**config.mk**
```make
export PLATFORM = sky130hd
export DESIGN_NAME = pr_seq_ctrl
export DESIGN_NICKNAME = d
export VERILOG_FILES = /design/src/rtl/pr_seq_ctrl.sv
export SDC_FILE = /design/constraint.sdc
export NUM_CORES = 1
export LEC_CHECK = 0
export BUFFER_PORTS_ARGS = -buffer_cell sky130_fd_sc_hd__buf_2
export CORE_MARGIN = 2
export CORE_UTILIZATION = 30
export CTS_CLUSTER_DIAMETER = 80
export DETAILED_ROUTE_END_ITERATION = 8
export HOLD_SLACK_MARGIN = 0.02
export PLACE_DENSITY = 0.52
export REMOVE_ABC_BUFFERS = 1
export SYNTH_ARGS = -nofsm -noshare
export SYNTH_HDL_FRONTEND = slang
export SYNTH_SLANG_ARGS = --single-unit
```
**constraint.sdc**
```tcl
create_clock -name clk -period 4.9 [get_ports clk]
set_clock_uncertainty 0.2 [all_clocks]
set_input_delay 0.245 -clock clk [delete_from_list [all_inputs] [get_ports clk]]
set_output_delay 0.245 -clock clk [all_outputs]
set_load 0.005 [all_outputs]
```
**src/rtl/pr_seq_ctrl.sv**
```systemverilog
module pr_seq_ctrl #(
  parameter int RST_CYCLES    = 16,
  parameter int SETTLE_CYCLES = 8
) (
  input  logic clk,
  input  logic rst_n,
  input  logic host_start,
  output logic host_busy,
  output logic host_done,
  output logic host_err,
  output logic ldr_req,
  input  logic ldr_done,
  input  logic ldr_err,
  output logic rp_clk_en,
  output logic rp_rst,
  output logic rp_decouple
);

  localparam int MAXC = (RST_CYCLES > SETTLE_CYCLES) ? RST_CYCLES : SETTLE_CYCLES;
  localparam int CW   = $clog2(MAXC + 1);
  localparam logic [CW-1:0] HOLD_LAST   = CW'(RST_CYCLES - 1);
  localparam logic [CW-1:0] SETTLE_LAST = CW'(SETTLE_CYCLES - 1);

  typedef enum logic [3:0] {
    S_IDLE, S_FENCE, S_STOP, S_LOAD, S_HOLD, S_RELEASE, S_UNFENCE, S_FINISH, S_FAIL
  } state_t;

  state_t state;
  logic [CW-1:0] cnt;
  logic live;

  always_ff @(posedge clk) begin
    if (!rst_n) begin
      state <= S_IDLE;
      cnt   <= '0;
      live  <= 1'b0;
    end else begin
      case (state)
        S_IDLE, S_FAIL: if (host_start) state <= S_FENCE;
        S_FENCE: state <= S_STOP;
        S_STOP:  state <= S_LOAD;
        S_LOAD: begin
          cnt <= '0;
          if (ldr_err) begin
            state <= S_FAIL;
            live  <= 1'b0;
          end else if (ldr_done) begin
            state <= S_HOLD;
          end
        end
        S_HOLD: begin
          if (cnt == HOLD_LAST) begin
            state <= S_RELEASE;
            cnt   <= '0;
          end else begin
            cnt <= cnt + 1'b1;
          end
        end
        S_RELEASE: begin
          if (cnt == SETTLE_LAST) begin
            state <= S_UNFENCE;
            live  <= 1'b1;
          end else begin
            cnt <= cnt + 1'b1;
          end
        end
        S_UNFENCE: state <= S_FINISH;
        S_FINISH:  state <= S_IDLE;
        default:   state <= S_IDLE;
      endcase
    end
  end

  logic running;
  assign running = state inside {S_HOLD, S_RELEASE, S_UNFENCE, S_FINISH};

  assign host_busy   = !(state inside {S_IDLE, S_FAIL});
  assign host_done   = (state == S_FINISH);
  assign host_err    = (state == S_FAIL);
  assign ldr_req     = (state == S_LOAD);
  assign rp_decouple = !(state inside {S_UNFENCE, S_FINISH}) && !(state == S_IDLE && live);
  assign rp_clk_en   = running || (live && state inside {S_IDLE, S_FENCE});
  assign rp_rst      = (state inside {S_HOLD, S_FAIL}) || (!live && !running);

  a_r1_req_fenced: assert property (@(posedge clk) disable iff (!rst_n)
    ldr_req |-> rp_decouple);

  a_r1_fence_first: assert property (@(posedge clk) disable iff (!rst_n)
    $rose(ldr_req) |-> $past(rp_decouple));

  a_r2_req_clock_off: assert property (@(posedge clk) disable iff (!rst_n)
    ldr_req |-> !rp_clk_en);

  a_r3_release_clocked: assert property (@(posedge clk) disable iff (!rst_n)
    $fell(rp_rst) |-> rp_clk_en && $past(rp_clk_en));

  a_r4_no_unfence_in_reset: assert property (@(posedge clk) disable iff (!rst_n)
    !rp_decouple |-> !rp_rst);

  a_r5_done_single: assert property (@(posedge clk) disable iff (!rst_n)
    host_done |=> !host_done);

  a_r5_done_unfenced: assert property (@(posedge clk) disable iff (!rst_n)
    host_done |-> !rp_decouple);

  a_r6_err_sticky: assert property (@(posedge clk) disable iff (!rst_n)
    host_err && !host_start |=> host_err);

  a_r6_err_safe: assert property (@(posedge clk) disable iff (!rst_n)
    host_err |-> rp_decouple && !rp_clk_en && rp_rst);

  a_r9_req_holds: assert property (@(posedge clk) disable iff (!rst_n)
    ldr_req && !ldr_done && !ldr_err |=> ldr_req);

  a_r9_req_drops: assert property (@(posedge clk) disable iff (!rst_n)
    ldr_req && (ldr_done || ldr_err) |=> !ldr_req);

endmodule

```
==> out/qor.yml <==
status:
  status: "finished, final reports clean"
run:
  cap_violations: 0
detailed_routing:
  totalWireLength_um: 1670
  num_vias: 681
  via_per_inst: 4.93
  drc: 0
  firstDrtPassIters: 4
  ant_nets: 0
  detail_route.wl_per_cell_um: 12.1
  drtIter0Drc: 16
sta:
  max_freq_mhz: 495
  fin_crit_ns: 2.02
  final_max_slew_viol_count: 0
  fin_tns_setup_ns: 0
  period_share_pct: 41.2
  grt_setup_unrepaired: "no"
  relSlewSlack_pct: 65.5
  hold_viol_final: 0
  holdWs_ns: 0.0550
  worst_pin_slew_ns: 0.517
  setup_viol: 0
logic_synthesis:
  syn-instance-count: 97
  ys_seq_area_share_pct: 26.8
  synthFlopType: "dfxtp_1"
  avgSynthCellArea_um2: 7.70
  ys_seq_elements: 10
  synth_edf_count: 0
  postSynth.asyncResetShare_pct: 0
  synth_cell_types: 35
  syn_area_um2: 747
  yosysWarnings: 0
clock_tree:
  cts_setup_buffers: 0
  ctsHoldBuffers: 0
  clk_pin_slew_worst_paths_ns: 0.08
  cts_resized: 0
  clk_path_buf_depth: 2
  cts-root-buf: "clkbuf_4"
  insertion_delay_ns: 0.28
  cts.sinks: 10
  htree_levels: 1
  cts_made_buffers: 3
  cts_tree: "yes"
floorplanning:
  die_w_um: 53.9
  core_mm2: 0.00241
  die_area_mm2: 0.00291
  die_height_um: 53.9
  rows: 18
  ios: 12
  initial_utilization_pct: 31.0
setup_path:
  setup.worst_path.start: "state[3]$_SDFFE_PN0P_"
  regToRegStartpoint: "state[3]$_SDFFE_PN0P_"
  startpoint_type: "flop"
  end_kind: "flop"
  slowest_delay_ns: 0.61
  path_cells: "nand2b_4 > or3_4 > clkinv_4 > a221oi_4 > mux2i_1 > nor2_1"
  critPathSlowestCell: "dfxtp_1"
  critPathRequiredTime_ns: 4.86
  crit_fanout: 13
  path_class: "reg -> reg"
  cp.arrival_ns: 1.98
placement:
  place_hpwl_um: 1220
  place_congestion: 0.732
  portBuffers: 11
worst_hold_path:
  hold_start: "host_start"
  min_path_type: "in -> reg"
cells_and_area:
  area_delta_synth_final_pct: 14.1
  antenna_cells: 0
  layout_common_cells: "11 x nor2_1, 11 x buf_2, 10 x dfxtp_1"
  layout-drive-gt1-share_pct: 19.4
  nNetsFinal: 117
  fill_cells: 259
pwr:
  leakage_nw: 0.366
  power_density_mw_per_mm2: 267
  vdd_drop_max_mv: 0.158
global_routing:
  grt_max_degree: 18
  grt_remaining_overflow: 0
  antenna_found_initial: 0
  track_usage_pct: 13.2
  grt_pass1_vias: 599
  grt_pass1_wl_um: 2710
-- worst paths after layout --
| kind | to | slack, ns | depth (start not counted) |
|---|---|---|---|
| worst max-delay path | cnt[1]$_SDFFE_PN0P_ | 2.88 | 6 |
| worst min-delay path | state[3]$_SDFFE_PN0P_ | 0.05 | 4 |
| worst max register to register | cnt[1]$_SDFFE_PN0P_ | 2.88 | 6 |
| worst min register to register | cnt[3]$_SDFFE_PN0P_ | 0.30 | 2 |
-- logic make-up (layout without fill, tap and decap cells) --
kind of cell               Yosys count  after routing  synth area share [%]
xor gates and xnor gates             1              1                  1.17
muxes                                4              4                  5.36
AOI/OAI and AO/OA                   21             21                  19.6
adders and majority gates            3              3                  5.03
and+or+nand+nor                     45             45                  33.7
buffers and inverters               13             24                  8.38
DFF                                 10             10                  26.8
-- layout make-up --
| type | instances | area, um^2 | area share [%] |
|---|---|---|---|
| inverter | 9 | 38.8 | 4.55 |
| sequential | 10 | 200 | 23.5 |
| clock buffer | 4 | 36.3 | 4.26 |
| tap | 30 | 37.5 | 4.41 |
| timing repair buffer | 11 | 55.1 | 6.46 |
| multi-input combinational | 74 | 484 | 56.8 |
-- state kept, by name, indices dropped and copies added, names as in the netlist --
name,flops
live,1
cnt,5
state,4
-- worst max-delay path: cells and delay by family, from the launching register on --
family	cells	cell delay, ns
muxes	1	0.25
DFF	1	0.61
AOI/OAI and AO/OA	1	0.33
and+or+nand+nor	3	0.44
buffers and inverters	1	0.07
-- per-layer routing --
layer | GRT usage, % | share of wire (%)
met5 | 0 | 0
met4 | 6.41 | 1.8
met3 | 2.50 | 3.3
met2 | 19.9 | 44
met1 | 17.9 | 50
-- through the flow --
step                power, W  instance area, um^2  setup slack (ns)  utilization (%)  instances
floorplan           0.000134                  723              3.09                -         93
finish              0.000228                  852              2.88             35.4        138
global placement    0.000150                  816              2.93             33.9        134
global route        0.000241                  852              2.73             35.4        138
CTS                 0.000228                  852              2.89             35.4        138
detailed placement  0.000150                  816              2.92             33.9        134
-- where the power goes --
part           switching [W]  internal, W
registers          0.0000126    0.0000860
clock network      0.0000339    0.0000452
logic              0.0000265    0.0000234
total              0.0000730     0.000155
-- cells in the mapped netlist, types with 2 or more instances --
cell type | count | area [um^2]
dfxtp_1 | 10 | 200
nor2_1 | 11 | 41.3
nand2b_1 | 2 | 12.5
and3_1 | 2 | 12.5
nor2b_1 | 3 | 18.8
or3_1 | 3 | 18.8
a21oi_1 | 4 | 20.0
o21ai_0 | 7 | 35.0
a31oi_1 | 3 | 18.8
nand2_1 | 7 | 26.3
and2_1 | 3 | 18.8
nor3_1 | 4 | 20.0
mux2i_1 | 4 | 40.0
ha_1 | 3 | 37.5
nand3_1 | 4 | 20.0
clkbuf_1 | 2 | 7.51
inv_1 | 7 | 26.3
Note: power is estimated with default switching activity, not from simulation.
